==> src/rtl/part_lru_pkg.sv <==
package part_lru_pkg;

    localparam int NUM_WAYS = 4;

    typedef logic [1:0] way_t;
    typedef logic [1:0] age_t;
    typedef age_t [NUM_WAYS-1:0] age_vec_t;

    typedef enum logic [1:0] {
        SHARE_ALL,
        SPLIT_TWO_TWO,
        SPLIT_THREE_ONE
    } share_e;

    function automatic share_e decode_share(input logic [2:0] code);
        share_e r;
        case (code)
            3'b010:  r = SPLIT_TWO_TWO;
            3'b011:  r = SPLIT_THREE_ONE;
            default: r = SHARE_ALL;
        endcase
        return r;
    endfunction

    function automatic logic is_ranking(input age_vec_t ages);
        logic [NUM_WAYS-1:0] seen;
        seen = '0;
        for (int w = 0; w < NUM_WAYS; w++) begin
            seen[ages[w]] = 1'b1;
        end
        return (seen == {NUM_WAYS{1'b1}});
    endfunction

endpackage

==> src/rtl/part_lru_group_mask.sv <==
module part_lru_group_mask
    import part_lru_pkg::*;
(
    input  logic                clk,
    input  logic                rst_n,
    input  logic [2:0]          share_mode_i,
    input  logic                is_data_i,
    input  logic                icache_en_i,
    input  logic                dcache_en_i,
    output logic [NUM_WAYS-1:0] allowed_o,
    output logic                alloc_ok_o
);

    share_e share;

    always_comb begin
        share = decode_share(share_mode_i);
        case (share)
            SPLIT_TWO_TWO:   allowed_o = is_data_i ? 4'b1100 : 4'b0011;
            SPLIT_THREE_ONE: allowed_o = is_data_i ? 4'b1000 : 4'b0111;
            default:         allowed_o = 4'b1111;
        endcase
        alloc_ok_o = is_data_i ? dcache_en_i : icache_en_i;
    end

    // reserved codes open the whole set
    assert_reserved_full_R5: assert property (@(posedge clk) disable iff (!rst_n)
        (share_mode_i[2] || share_mode_i == 3'b001) |-> (allowed_o == 4'b1111));

    assert_split_half_R3: assert property (@(posedge clk) disable iff (!rst_n)
        (share_mode_i == 3'b010) |-> ($countones(allowed_o) == 2));

    assert_split_uneven_R4: assert property (@(posedge clk) disable iff (!rst_n)
        (share_mode_i == 3'b011) |-> ($countones(allowed_o) == (is_data_i ? 1 : 3)));

endmodule

==> src/rtl/part_lru_victim_pick.sv <==
module part_lru_victim_pick
    import part_lru_pkg::*;
(
    input  logic                clk,
    input  logic                rst_n,
    input  logic [NUM_WAYS-1:0] allowed_i,
    input  logic [NUM_WAYS-1:0] valid_i,
    input  age_vec_t            age_i,
    output way_t                victim_o
);

    logic [NUM_WAYS-1:0] free;
    logic                found;
    age_t                best_age;
    way_t                best_way;
    way_t                free_way;

    always_comb begin
        free     = allowed_i & ~valid_i;
        free_way = '0;
        for (int w = NUM_WAYS - 1; w >= 0; w--) begin
            if (free[w]) free_way = way_t'(w);
        end

        found    = 1'b0;
        best_age = '0;
        best_way = '0;
        for (int w = 0; w < NUM_WAYS; w++) begin
            if (allowed_i[w] && (!found || age_i[w] < best_age)) begin
                found    = 1'b1;
                best_age = age_i[w];
                best_way = way_t'(w);
            end
        end

        victim_o = (|free) ? free_way : best_way;
    end

    assert_victim_in_group_R3: assert property (@(posedge clk) disable iff (!rst_n)
        (allowed_i != '0) |-> allowed_i[victim_o]);

    assert_free_first_R7: assert property (@(posedge clk) disable iff (!rst_n)
        (|(allowed_i & ~valid_i)) |-> !valid_i[victim_o]);

    assert_oldest_chosen_R2: assert property (@(posedge clk) disable iff (!rst_n)
        ((allowed_i & ~valid_i) == '0 && allowed_i == 4'b1111) |-> (age_i[victim_o] == 2'd0));

endmodule

==> src/rtl/part_lru_age_update.sv <==
module part_lru_age_update
    import part_lru_pkg::*;
(
    input  logic     clk,
    input  logic     rst_n,
    input  way_t     touch_way_i,
    input  age_vec_t age_i,
    output age_vec_t age_o
);

    age_t touched_age;

    always_comb begin
        touched_age = age_i[touch_way_i];
        for (int w = 0; w < NUM_WAYS; w++) begin
            if (way_t'(w) == touch_way_i) begin
                age_o[w] = age_t'(NUM_WAYS - 1);
            end else if (age_i[w] > touched_age) begin
                age_o[w] = age_i[w] - 2'd1;
            end else begin
                age_o[w] = age_i[w];
            end
        end
    end

    // moving one way to the top keeps a full ranking
    assert_rank_kept_R8: assert property (@(posedge clk) disable iff (!rst_n)
        is_ranking(age_i) |-> is_ranking(age_o));

endmodule

==> src/rtl/part_lru.sv <==
module part_lru
    import part_lru_pkg::*;
#(
    parameter int NUM_SETS = 16,
    localparam int SET_W = (NUM_SETS > 1) ? $clog2(NUM_SETS) : 1
) (
    input  logic             clk,
    input  logic             rst_n,
    input  logic [2:0]       share_mode_i,
    input  logic             icache_en_i,
    input  logic             dcache_en_i,
    input  logic [SET_W-1:0] set_i,
    input  logic             is_data_i,
    input  logic             hit_i,
    input  logic [1:0]       hit_way_i,
    input  logic             alloc_i,
    input  logic [1:0]       alloc_way_i,
    input  logic [3:0]       inval_mask_i,
    output logic [1:0]       victim_way_o,
    output logic             alloc_ok_o
);

    typedef struct packed {
        logic [NUM_SETS-1:0][NUM_WAYS-1:0] valid;
        age_vec_t [NUM_SETS-1:0]           age;
    } lru_state_t;

    lru_state_t st_d, st_q;

    logic [NUM_WAYS-1:0] allowed;
    logic                alloc_take;
    logic                touch;
    way_t                touch_way;
    age_vec_t            cur_age;
    age_vec_t            new_age;
    logic [NUM_WAYS-1:0] cur_valid;

    assign cur_age   = st_q.age[set_i];
    assign cur_valid = st_q.valid[set_i];

    part_lru_group_mask u_mask (
        .clk          (clk),
        .rst_n        (rst_n),
        .share_mode_i (share_mode_i),
        .is_data_i    (is_data_i),
        .icache_en_i  (icache_en_i),
        .dcache_en_i  (dcache_en_i),
        .allowed_o    (allowed),
        .alloc_ok_o   (alloc_ok_o)
    );

    part_lru_victim_pick u_pick (
        .clk       (clk),
        .rst_n     (rst_n),
        .allowed_i (allowed),
        .valid_i   (cur_valid),
        .age_i     (cur_age),
        .victim_o  (victim_way_o)
    );

    part_lru_age_update u_age (
        .clk         (clk),
        .rst_n       (rst_n),
        .touch_way_i (touch_way),
        .age_i       (cur_age),
        .age_o       (new_age)
    );

    always_comb begin
        st_d       = st_q;
        alloc_take = alloc_i && alloc_ok_o;
        touch      = alloc_take || hit_i;
        touch_way  = alloc_take ? alloc_way_i : hit_way_i;

        if (touch) begin
            st_d.age[set_i] = new_age;
        end
        if (alloc_take) begin
            st_d.valid[set_i][alloc_way_i] = 1'b1;
        end
        for (int s = 0; s < NUM_SETS; s++) begin
            st_d.valid[s] = st_d.valid[s] & ~inval_mask_i;
        end
    end

    always_ff @(posedge clk) begin
        if (!rst_n) begin
            st_q.valid <= '0;
            for (int s = 0; s < NUM_SETS; s++) begin
                for (int w = 0; w < NUM_WAYS; w++) begin
                    st_q.age[s][w] <= age_t'(w);
                end
            end
        end else begin
            st_q <= st_d;
        end
    end

    assert_alloc_marks_valid_R7: assert property (@(posedge clk) disable iff (!rst_n)
        (alloc_i && alloc_ok_o && !inval_mask_i[alloc_way_i])
        |=> st_q.valid[$past(set_i)][$past(alloc_way_i)]);

    assert_inval_clears_R9: assert property (@(posedge clk) disable iff (!rst_n)
        (inval_mask_i != '0) |=> ((cur_valid & $past(inval_mask_i)) == '0));

    assert_blocked_alloc_still_R6: assert property (@(posedge clk) disable iff (!rst_n)
        (alloc_i && !alloc_ok_o && !hit_i) |=> (st_q.age == $past(st_q.age)));

    assert_touch_top_R8: assert property (@(posedge clk) disable iff (!rst_n)
        (alloc_i && alloc_ok_o) |=> (st_q.age[$past(set_i)][$past(alloc_way_i)] == 2'd3));

    assert_stored_rank_R8: assert property (@(posedge clk) disable iff (!rst_n)
        is_ranking(cur_age));

endmodule

==> config.mk <==
export PLATFORM = sky130hd
export DESIGN_NAME = part_lru
export DESIGN_NICKNAME = d
export VERILOG_FILES = /design/src/rtl/part_lru_pkg.sv /design/src/rtl/part_lru_group_mask.sv /design/src/rtl/part_lru_victim_pick.sv /design/src/rtl/part_lru_age_update.sv /design/src/rtl/part_lru.sv
export SDC_FILE = /design/constraint.sdc
export NUM_CORES = 1
export LEC_CHECK = 0
export BUFFER_PORTS_ARGS = -buffer_cell sky130_fd_sc_hd__buf_2
export CORE_AREA = 2 2 136 171
export CTS_CLUSTER_DIAMETER = 200
export DETAILED_ROUTE_END_ITERATION = 10
export DIE_AREA = 0 0 138 173
export MAX_ROUTING_LAYER = met4
export PLACE_DENSITY = 0.58
export SKIP_LAST_GASP = 1
export SLEW_MARGIN = 25
export SYNTH_ARGS = -nofsm -noshare
export SYNTH_HDL_FRONTEND = slang
export SYNTH_SLANG_ARGS = --single-unit
==> constraint.sdc <==
create_clock -name clk -period 14.7 [get_ports clk]
set_clock_uncertainty 0.2 [all_clocks]
set_input_delay 1.47 -clock clk [delete_from_list [all_inputs] [get_ports clk]]
set_output_delay 1.47 -clock clk [all_outputs]
set_load 0.1 [all_outputs]
After elaboration in Yosys (flattened, before gate mapping). Cells that the tools add are included.

Register bits: 192. Output and inout bits: 3. Logic and storage cells: 180.

Add/subtract/negate cells: 4. Order comparisons: 12. Equal/unequal tests: 7. Muxes and demuxes: 42. Bitwise logic cells: 20. Reduce and logical (&&, ||, !) cells: 15.

Operators by type and width (number): bitwise mux 128 bit (1); bitwise AND 4 bit (17); 2-to-1 mux 64 bit (1); OR 64 bit (1); 2-to-1 mux 2 bit (20); binary-select mux 8 bit (select 4 bit) (1); demux 8 bit (select 4 bit) (1); binary-select mux 4 bit (select 4 bit) (1); demux 4 bit (select 4 bit) (1); 2-to-1 mux 4 bit (4); 2-to-1 mux 8 bit (2); > comparator 2 bit (4); inverter 4 bit (2); one-hot mux 4 bit (2 select lines) (1); subtractor 2 x 1 -> 2 bit, second input constant (4); equality test 3 x 2 -> 1 bit, second input constant (2); logical AND 1 bit (6); < comparator 2 bit (3); < comparator 2 x 3 -> 1 bit, second input constant (2); 2-to-1 mux 1 bit (6); < comparator 4 x 5 -> 1 bit, second input constant (1); binary-select mux 2 bit (select 2 bit) (1); equality test 2 bit, first input constant (2); greater-or-equal comparator 4 x 1 -> 1 bit, second input constant (1); other kinds (10) (15).

Longest topological paths before layout. Gate-level depths: netlist of the first run.

Depth in word-level cells: 18. Gate-level depth with buffers: 24. Mapped depth without buffers: 22.

Modules after synthesis. A second synthesis of the first run with hierarchy kept.

Cells, all modules: 1063. Area total of the unflattened synthesis: 9644.2 um^2.

Modules (own cells, without submodules): part_lru (times used 1, cells an instance 959, area each 8911.0 um^2, sequential area each 3843.7 um^2); part_lru_age_update (times used 1, cells an instance 50, area each 364.1 um^2, sequential area each 0.0 um^2); part_lru_victim_pick (times used 1, cells an instance 47, area each 315.3 um^2, sequential area each 0.0 um^2); part_lru_group_mask (times used 1, cells an instance 7, area each 53.8 um^2, sequential area each 0.0 um^2).

Worst setup path before layout of the first run. No wires, ideal clock.

Kind: input-to-output. From: in set_i[0]. To: out victim_way_o[0]. Data arrival time: 6.074 ns. Required time: 13.030 ns. Setup slack: 6.956 ns. Cell stages on the path: 22. Cells stage by stage: buf_4 > mux4_2 > mux4_2 > ha_1 > o31ai_1 > nand2b_1 > mux2i_1 > inv_1 > ha_1 > or2_2 > nor2_1 > nand3_1 > o21ai_0 > mux2i_1 > ha_1 > nor2_1 > nor2_1 > o31ai_1 > a2bb2oi_1 > nand3_1 > nand2_1 > o31a_1.

Word-level cells in the longest chain between the ends: 16. Elaborated cells between the ends (all ways): 31. Classes of those cells: order compare: 3; mux: 17; bitwise: 2; reduce/logical: 9.

RTL lines: from (decl) (line part_lru.sv:12) `input logic [SET_W-1:0] set_i,`; binary-select mux 8 bit (select 4 bit) (line part_lru.sv:38) `assign cur_age = st_q.age[set_i];`; 2-to-1 mux 8 bit (not written as such) (line part_lru.sv:38); 2-to-1 mux 2 bit (line part_lru_victim_pick.sv:29) `if (allowed_i[w] && (!found || age_i[w] < best_age)) begin`; < comparator 2 bit (line part_lru_victim_pick.sv:29); logical OR 1 bit (line part_lru_victim_pick.sv:29); logical AND 1 bit (line part_lru_victim_pick.sv:29); 2-to-1 mux 2 bit / 2-to-1 mux 1 bit (equally long branches) (line part_lru_victim_pick.sv:29); < comparator 2 bit / zero test 1 bit (equally long branches) (line part_lru_victim_pick.sv:29); logical OR 1 bit (line part_lru_victim_pick.sv:29); logical AND 1 bit (line part_lru_victim_pick.sv:29); 2-to-1 mux 2 bit / 2-to-1 mux 1 bit (equally long branches) (line part_lru_victim_pick.sv:29); < comparator 2 bit / zero test 1 bit (equally long branches) (line part_lru_victim_pick.sv:29); logical OR 1 bit (line part_lru_victim_pick.sv:29); logical AND 1 bit (line part_lru_victim_pick.sv:29); 2-to-1 mux 2 bit (line part_lru_victim_pick.sv:29); 2-to-1 mux 2 bit * (line part_lru_victim_pick.sv:36) `victim_o = (|free) ? free_way : best_way;`; to (decl) (line part_lru.sv:19) `output logic [1:0] victim_way_o,`.

Mark *: on every way between the ends. The rest lies on a longest branch, timed or not. The select of a mux whose other input is x is not followed.

Final worst setup path of the first run.
From: in set_i[1]. To: out victim_way_o[1].

The elaborated chain is that of the path after synthesis.

==> metrics.cfg, run 1 <==
[sta]
period_share_pct = 57.7
maxSlewHeadroom_pct = 37.7
layout_min_cycle_time_ns = 8.48
rsz0062_at_grt = false
max_freq_mhz = 118
worstMarginPinSlew_ns = 0.934
final_hold_viol_count = 0
setup_viol = 0
fin_tns_setup_ns = 0
final_max_slew_viol_count = 0

[worst_setup_path]
cp_max_fo = 58
cp_top_family = multiplexers
crit_type = primary input to output pin
slowest_stage = buf_4
r2r_end = st_q[99]
cp_cell_sequence = buf_2 -> buf_4 -> mux4_2 -> mux4_2 -> ha_1 -> o31ai_1 -> nand2b_1 -> mux2i_1 -> inv_1 -> ha_1 -> or2_2 -> nor2_1 -> nand3_1 -> o21ai_0 -> mux2i_1 -> ha_1 -> nor2_1 -> nor2_1 -> o31ai_1 -> a2bb2oi_1 -> nand3_1 -> nand2_1 -> o31a_1 -> buf_2
end_kind = output pin
start_kind = primary input
crit_start = set_i[1]
cp_num_buf_inv = 4
crit_end = victim_way_o[1]
rr_startpoint = st_q[123]
max_stage_delay_ns = 0.60
critPathArrivalTime_ns = 6.81
reg2reg_depth = 11
rrSetupSlack_ns = 10.34
crit_required_ns = 13.03
cp.depth = 24

[flow_run]
maxCapViolCount = 0

[cells_and_area]
final_cell_mix = dfxtp_1, nor2_1, nand2_1
largest_register = st_q
fin_util_pct = 43.7
fin_cells = 1202
syn_to_final_growth_pct = 10.2
nets = 939
num_antenna_cells = 0
drive_above_1_share_pct = 16.5
final_common_cell = dfxtp_1
top_regs = st_q: 192 flops
largest_reg_flops = 192

[logic_synthesis]
ys.flop_type = dfxtp_1
synth_seq_area_share_pct = 43.8
synth-xor-area-share_pct = 0.799
synthCells = 913
yosys_warnings = 0
synth.cell_area_um2 = 8770
synth_nets = 946
avgSynthCellArea_um2 = 9.61
synthMuxAreaShare_pct = 16.1
synth_edf_count = 0
synth-seq-cells = 192
synth_top_family_by_area = compound AO/OA/AOI/OAI gates
synthSimpleGateAreaFrac_pct = 15.7
synthAdderAreaFrac_pct = 1.57
synth_compound_area_share_pct = 18.6
synthArstFlopShare_pct = 0
ys_types = 50

[cts]
cts_buffer_depth = 2
clk_pin_slew_ns = 0.07
cts-resized-gates = 0
holdBufCountCts = 0
cts_sinks = 192
cts_setup_buffers = 0
htreeDepth = 4
numCtsBuffers = 17
clock-root-buffer = clkbuf_16
clk_latency_ns = 0.44
cts_tree = built

[floorplan]
die_w_um = 138
rows = 61
die_area_um2 = 23900
die_y_um = 173
pin_count = 25
initial_core_util_pct = 39.6
core_um2 = 22100

[drt]
drt-initial-drc-count = 527
routedWlPerCell_um = 18.6
vias_per_cell = 5.65
dr.pass1.iters = 5
ant_nets = 0
vias = 6788
drc = 0
drt_wl_total_mm = 22.3

[placed_design]
port_buffers = 24
routabilityCongestion = 0.842
place_inst = 1170
dp_hpwl_mm = 15.5

[min_path]
hold_class = flop to flop
holdPathStages = 2

[global_routing]
grt_pass1_wl_mm = 35.9
grt_max_degree = 70
grt_pass1_vias = 6556
gr-total-overflow = 0
antenna_found_initial = 0
grt_use_total_pct = 19.5

[pwr]
power.density_nw_per_um2 = 119
leakagePower_nw = 3.54
peakVddDrop_mv = 0.0811

[status]
status = complete, no violations

-- report_power, final --
part | total, mW | leakage [nW] | switching, mW | internal (mW)
sequential | 0.535 | 1.56 | 0.00557 | 0.530
clock | 0.477 | 0.297 | 0.231 | 0.246
combinational | 0.144 | 1.69 | 0.0993 | 0.0443
-- tightest hold or removal path: cells and delay by family (launching register included) --
| kind | cells | cell delay, ns |
|---|---|---|
| simple gates | 1 | 0.07 |
| compound gates | 1 | 0.04 |
| flops | 1 | 0.32 |
-- synth_stat cells, drive strengths merged, types with 2 or more instances --
cell type | count | area [um2]
clkbuf | 29 | 109
ha | 11 | 138
o211ai | 64 | 480
and2 | 4 | 25.0
mux2i | 10 | 104
a22oi | 3 | 22.5
o31a | 2 | 17.5
inv | 10 | 37.5
a21oi | 64 | 332
a21o | 2 | 15.0
a211oi | 49 | 418
o22ai | 2 | 12.5
xnor2 | 3 | 26.3
nand2 | 100 | 375
a31oi | 10 | 62.6
xor2 | 5 | 43.8
nor3 | 7 | 40.0
o31ai | 2 | 15.0
nor3b | 4 | 30.0
or2 | 4 | 25.0
nor2 | 186 | 711
o21ai | 12 | 60.1
mux4 | 53 | 1200
a311oi | 17 | 149
buf | 27 | 156
nand2b | 9 | 56.3
mux2 | 9 | 109
dfxtp | 192 | 3840
nand3 | 7 | 35.0
nor2b | 10 | 62.6
-- cell families (layout without fill, tap and decap cells) --
kind of cell | count (synthesis) | count (layout)
flops | 192 | 192
simple gates | 333 | 333
xor+xnor | 8 | 8
compound gates | 231 | 231
mux | 72 | 72
fa+ha+maj | 11 | 11
buf+inv | 66 | 72
-- per-stage QoR --
stage / setup WS [ns] / instance area (um2) / power [mW] / hold slack [ns]
final: 6.22 / 9670 / 1.16 / 0.266
after global routing: 5.90 / 9670 / 1.20 / 0.290
after CTS: 6.31 / 9670 / 1.16 / 0.268
after detailed placement: 6.33 / 9050 / 0.691 / 0.251
after global placement: 6.38 / 9030 / 0.690 / 0.242
after floorplan: 6.96 / 8770 / 0.654 / 0.231
-- layout make-up --
type / count / area, um2
clock buffers: 17 / 425
repair buffers: 30 / 168
multi-input cells: 655 / 4650
fillers: 2175 / 12500
flip-flops and latches: 192 / 3840
clock inverters: 15 / 194
inverters: 10 / 40.0
well taps: 283 / 354
-- worst min-delay path by stage --
| stage | startpoint | end | slack (ns) |
|---|---|---|---|
| floorplan | st_q[152] | st_q[152] | 0.23 |
| global placement | st_q[152] | st_q[152] | 0.24 |
| detailed placement | st_q[152] | st_q[152] | 0.25 |
| CTS | st_q[152] | st_q[152] | 0.27 |
| global route | st_q[154] | st_q[154] | 0.29 |
| finish | st_q[139] | st_q[139] | 0.27 |
-- per-layer routing --
metal | track usage, % | routed length (um) | vias to the layer above
met5 | - | 0 | -
met2 | 33.1 | 11300 | 137
li1 | - | - | 3343
met4 | 7.27 | 667 | 0
met1 | 23.2 | 9630 | 3265
met3 | 3.38 | 694 | 43
(Power assumes the default switching activity.)
==> inputs of run 2 (changes only) <==
Settings changed: PLACE_DENSITY 0.58 to 0.6.
Clock period 14.7 ns to 7 ns, I/O delays scaled along.
==> run 2 against run 1 <==
  * Power grew 110%
  * First-iteration DRC count grew 18%
  * Final cell count grew 0.50%
  * Die area is the same
  * Combinational power grew 110%
  * Design area grew 0.89%
  * Sequential power grew 110%
  * Clock power grew 110%
  * Critical path type unchanged
  * Critical endpoint is now victim_way_o[0]
==> metrics.cfg, run 2 (synthesized netlist as in run 1, its figures left out) <==
[cts]
cts_sinks = 192
cts-resized-gates = 0
cts_buffer_depth = 2
numCtsBuffers = 17
cts_setup_buffers = 0
clock-root-buffer = clkbuf_16
clk_latency_ns = 0.45
clk_pin_slew_ns = 0.08
cts_tree = built
holdBufCountCts = 0
htreeDepth = 4

[drt]
drt-initial-drc-count = 622
vias = 6750
drt_wl_total_mm = 22.3
ant_nets = 0
dr.pass1.iters = 5
routedWlPerCell_um = 18.4
drc = 0
vias_per_cell = 5.59

[global_routing]
gr-total-overflow = 0
grt_max_degree = 70
grt_pass1_wl_mm = 36.4
grt_use_total_pct = 19.6
antenna_found_initial = 0
grt_pass1_vias = 6572

[status]
status = complete, no violations

[cells_and_area]
nets = 945
syn_to_final_growth_pct = 11.2
largest_reg_flops = 192
final_cell_mix = dfxtp_1, nor2_1, nand2_1
num_antenna_cells = 0
final_common_cell = dfxtp_1
top_regs = st_q: 192 flops
fin_util_pct = 44.1
fillers = 2180
largest_register = st_q
drive_above_1_share_pct = 16.9

[sta]
maxSlewHeadroom_pct = 46.9
setup_viol = 0
max_freq_mhz = 157
worstMarginPinSlew_ns = 0.797
final_hold_viol_count = 0
final_max_slew_viol_count = 0
layout_min_cycle_time_ns = 6.35
fin_tns_setup_ns = 0
rsz0062_at_grt = false
period_share_pct = 90.7
finalWorstSetupSlack_ns = 0.648

[worst_setup_path]
cp_max_fo = 22
crit_end = victim_way_o[0]
reg2reg_depth = 11
start_kind = primary input
crit_type = primary input to output pin
rrSetupSlack_ns = 2.71
critPathArrivalTime_ns = 5.45
end_kind = output pin
r2r_end = st_q[99]
crit_required_ns = 6.10
rr_startpoint = st_q[59]
crit_start = set_i[1]

[pwr]
peakVddDrop_mv = 0.163
power_frac_clock_pct = 41.5
power.density_nw_per_um2 = 251
switching_share_pct = 30.2
p_comb_share_pct = 12.6
p_int_mw = 1.71
power_frac_seq_pct = 45.9
leakagePower_nw = 3.58
p_sw_mw = 0.740

[placed_design]
port_buffers = 24
dp_worst_setup_slack_ns = 0.689
routabilityCongestion = 0.864
dp_hpwl_mm = 15.8

[floorplan]
die_y_um = 173
core_um2 = 22100
pin_count = 25
die_area_um2 = 23900
die_w_um = 138
initial_core_util_pct = 39.6
rows = 61

[min_path]
hold_class = flop to flop
holdCritStartpoint = st_q[167]

[flow_run]
maxCapViolCount = 0

run 2: worst min path at each step:
stage | end | slack, ns | cells past startpoint
4_1_cts | st_q[169] | 0.27 | 2
5_1_grt | st_q[132] | 0.29 | 2
6_report | st_q[167] | 0.27 | 2
2_1_floorplan | st_q[152] | 0.23 | 2
3_5_place_dp | st_q[169] | 0.25 | 2
3_3_place_gp | st_q[137] | 0.24 | 2
run 2: critical path, stage by stage:
cell       delay (ns)
buf_2            0.45
mux4_2           0.40
mux4_2           0.55
ha_1             0.33
o31ai_1          0.06
nand2b_1         0.12
mux2i_1          0.26
inv_1            0.07
ha_1             0.20
or2_2            0.32
nor2_1           0.09
nand3_1          0.10
o21ai_0          0.19
mux2i_1          0.23
ha_1             0.26
nor2_1           0.16
nor2_1           0.06
o31ai_1          0.09
a2bb2oi_1        0.19
nand3_1          0.09
nand2_1          0.09
o31a_1           0.22
buf_12           0.19
run 2: stage by stage:
step	hold slack, ns	power, mW	instances	instance area (um2)
after floorplan	0.231	1.37	913	8770
after global placement	0.243	1.45	1176	9110
after detailed placement	0.251	1.46	1176	9110
after CTS	0.271	2.47	1208	9750
after global routing	0.291	2.55	1208	9760
final	0.270	2.45	1208	9760
run 2: final cells by class:
cell class,count,area [um2],share of cell area (%)
Timing Repair Buffer,36,243,2.49
Clock inverter,15,216,2.22
Tap cell,283,354,3.63
Clock buffer,17,425,4.36
Sequential cell,192,3840,39.4
Inverter,10,40.0,0.410
Multi-Input combinational cell,655,4640,47.5
run 2: layer usage:
| layer | track usage (%) | part of all wire (%) | up-vias |
|---|---|---|---|
| li1 | - | - | 3339 |
| met1 | 23.9 | 43 | 3232 |
| met2 | 32.3 | 50 | 125 |
| met3 | 2.44 | 2.9 | 54 |
| met4 | 9.40 | 3.8 | 0 |
| met5 | - | 0 | - |
run 2: power groups by stage:
stage               Combinational (mW)  Clock (mW)  Sequential [mW]
finish                           0.308        1.02             1.12
CTS                              0.308        1.03             1.12
floorplan                        0.229           0             1.14
detailed placement               0.307           0             1.15
global route                     0.340        1.08             1.13
global placement                 0.304           0             1.15
==> inputs of run 3 (changes only) <==
Settings changed: CORE_AREA 2 2 136 171 to 2 2 160 146, DIE_AREA 0 0 138 173 to 0 0 162 148.
==> run 3 against run 2 <==
  * Final cell count up 0.99%
  * Power up 1.4%
  * Sequential share of layout area about the same
  * Via count up 1.7%
  * Combinational power up 3%
  * Core utilization down 0.24 points
  * Sequential power about the same
==> metrics.cfg, run 3 (synthesized netlist as in run 1, its figures left out) <==
[drt]
drt_wl_total_mm = 23.2
ant_nets = 0
wl_met3_mm = 1.49
drt-initial-drc-count = 675
routedWlPerCell_um = 19.0
drc = 0
dr.pass1.iters = 5
vias_per_cell = 5.63
top_layer = met4
wl_met1_mm = 11.1
vias = 6868
met2_wirelength_mm = 10.1

[floorplan]
die_y_um = 148
initial_core_util_pct = 39.4
core_um2 = 22300
die_w_um = 162
die_area_um2 = 24000
pin_count = 25
rows = 52

[pwr]
peakVddDrop_mv = 0.164
power.density_nw_per_um2 = 255
leakagePower_nw = 3.57

[cells_and_area]
top_regs = st_q: 192 flops
syn_to_final_growth_pct = 11.2
fin_cells = 1220
largest_register = st_q
largest_reg_flops = 192
fin_util_pct = 43.8
final_common_cell = dfxtp_1
multi_input_area_um2 = 4640
drive_above_1_share_pct = 16.6
final_cell_mix = dfxtp_1, nor2_1, nand2_1
nets = 942
fillers = 2142
regArea_um2 = 3840

[worst_setup_path]
start_kind = primary input
cp_max_fo = 27
crit_start = set_i[1]
crit_end = victim_way_o[0]
critPathArrivalTime_ns = 5.60
rrSetupSlack_ns = 2.50
rr_startpoint = st_q[123]
crit_required_ns = 6.10
reg2reg_depth = 11
r2r_end = st_q[115]
crit_type = primary input to output pin
end_kind = output pin

[sta]
final_max_slew_viol_count = 0
setup_viol = 0
worstMarginPinSlew_ns = 0.982
fin_tns_setup_ns = 0
layout_min_cycle_time_ns = 6.50
maxSlewHeadroom_pct = 34.5
final_hold_viol_count = 0
period_share_pct = 92.8
rsz0062_at_grt = false
max_freq_mhz = 154

[cts]
cts_buffer_depth = 2
clock-root-buffer = clkbuf_16
htreeDepth = 4
cts-resized-gates = 0
cts_sinks = 192
clk_latency_ns = 0.44
holdBufCountCts = 0
cts_tree = built
numCtsBuffers = 17
cts_setup_buffers = 0
clk_pin_slew_ns = 0.07

[global_routing]
gr-total-overflow = 0
grt_use_total_pct = 20.6
grt_pass1_wl_mm = 37.3
antenna_found_initial = 1
grt_max_degree = 70
grt_pass1_vias = 6387

[placed_design]
dp_hpwl_mm = 16.0
place_inst = 1187
routabilityCongestion = 0.825
port_buffers = 24

[status]
status = complete, no violations

[flow_run]
maxCapViolCount = 0

[min_path]
hold_class = flop to flop

## run 3: changes by cell type in the layout (fill, tap and decap cells not counted)
| cell | before | now |
|---|---|---|
| clkinv_8 | 8 | 4 |
| buf_4 | 13 | 10 |
| bufinv_16 | 0 | 2 |
| clkinv_4 | 0 | 2 |
| clkinvlp_4 | 0 | 1 |
| diode_2 | 0 | 1 |
| inv_12 | 2 | 1 |
| inv_6 | 1 | 2 |
| inv_8 | 4 | 3 |
## run 3: area by class of cell
class                   count  area share (%)
repair buffers             33            2.26
flip-flops and latches    192            39.4
diodes                      1          0.0256
well taps                 297            3.81
clock inverters            15            2.23
multi-input cells         655            47.5
inverters                  10           0.410
clock buffers              17            4.36
## run 3: power by group
part / leakage, nW / internal, mW / switching [mW]
registers: 1.56 / 1.11 / 0.0120
logic: 1.70 / 0.0971 / 0.219
clock network: 0.308 / 0.554 / 0.489
total: 3.57 / 1.76 / 0.720
## run 3: through the flow
step                      setup WS, ns  instance area [um2]  power (mW)  hold slack [ns]
final                            0.504                 9760        2.48            0.268
after global routing             0.179                 9760        2.58            0.298
after global placement           0.652                 9100        1.46            0.243
after CTS                        0.531                 9750        2.50            0.272
after detailed placement         0.582                 9110        1.46            0.253
after floorplan                  0.796                 8770        1.37            0.231
## run 3: per-layer routing
layer  vias to the layer above  track usage, %
met5                         -               -
met4                         0            6.19
met3                        30            4.26
met2                       230            28.8
met1                      3268            29.8
li1                       3340               -
## run 3: worst min-delay path by stage
stage / cells past startpoint / endpoint / startpoint
global placement: 2 / st_q[165] / st_q[165]
CTS: 2 / st_q[137] / st_q[137]
floorplan: 2 / st_q[152] / st_q[152]
detailed placement: 2 / st_q[154] / st_q[154]
global route: 2 / st_q[187] / st_q[187]
finish: 2 / st_q[137] / st_q[137]
## run 3: critical path: stages
cell       delay, ns
buf_2           0.53
mux4_2          0.42
mux4_2          0.59
ha_1            0.35
o31ai_1         0.07
nand2b_1        0.12
mux2i_1         0.25
inv_1           0.08
ha_1            0.21
or2_2           0.33
nor2_1          0.10
nand3_1         0.09
o21ai_0         0.18
mux2i_1         0.25
ha_1            0.27
nor2_1          0.16
nor2_1          0.06
o31ai_1         0.09
a2bb2oi_1       0.19
nand3_1         0.09
nand2_1         0.09
o31a_1          0.19
buf_12          0.18
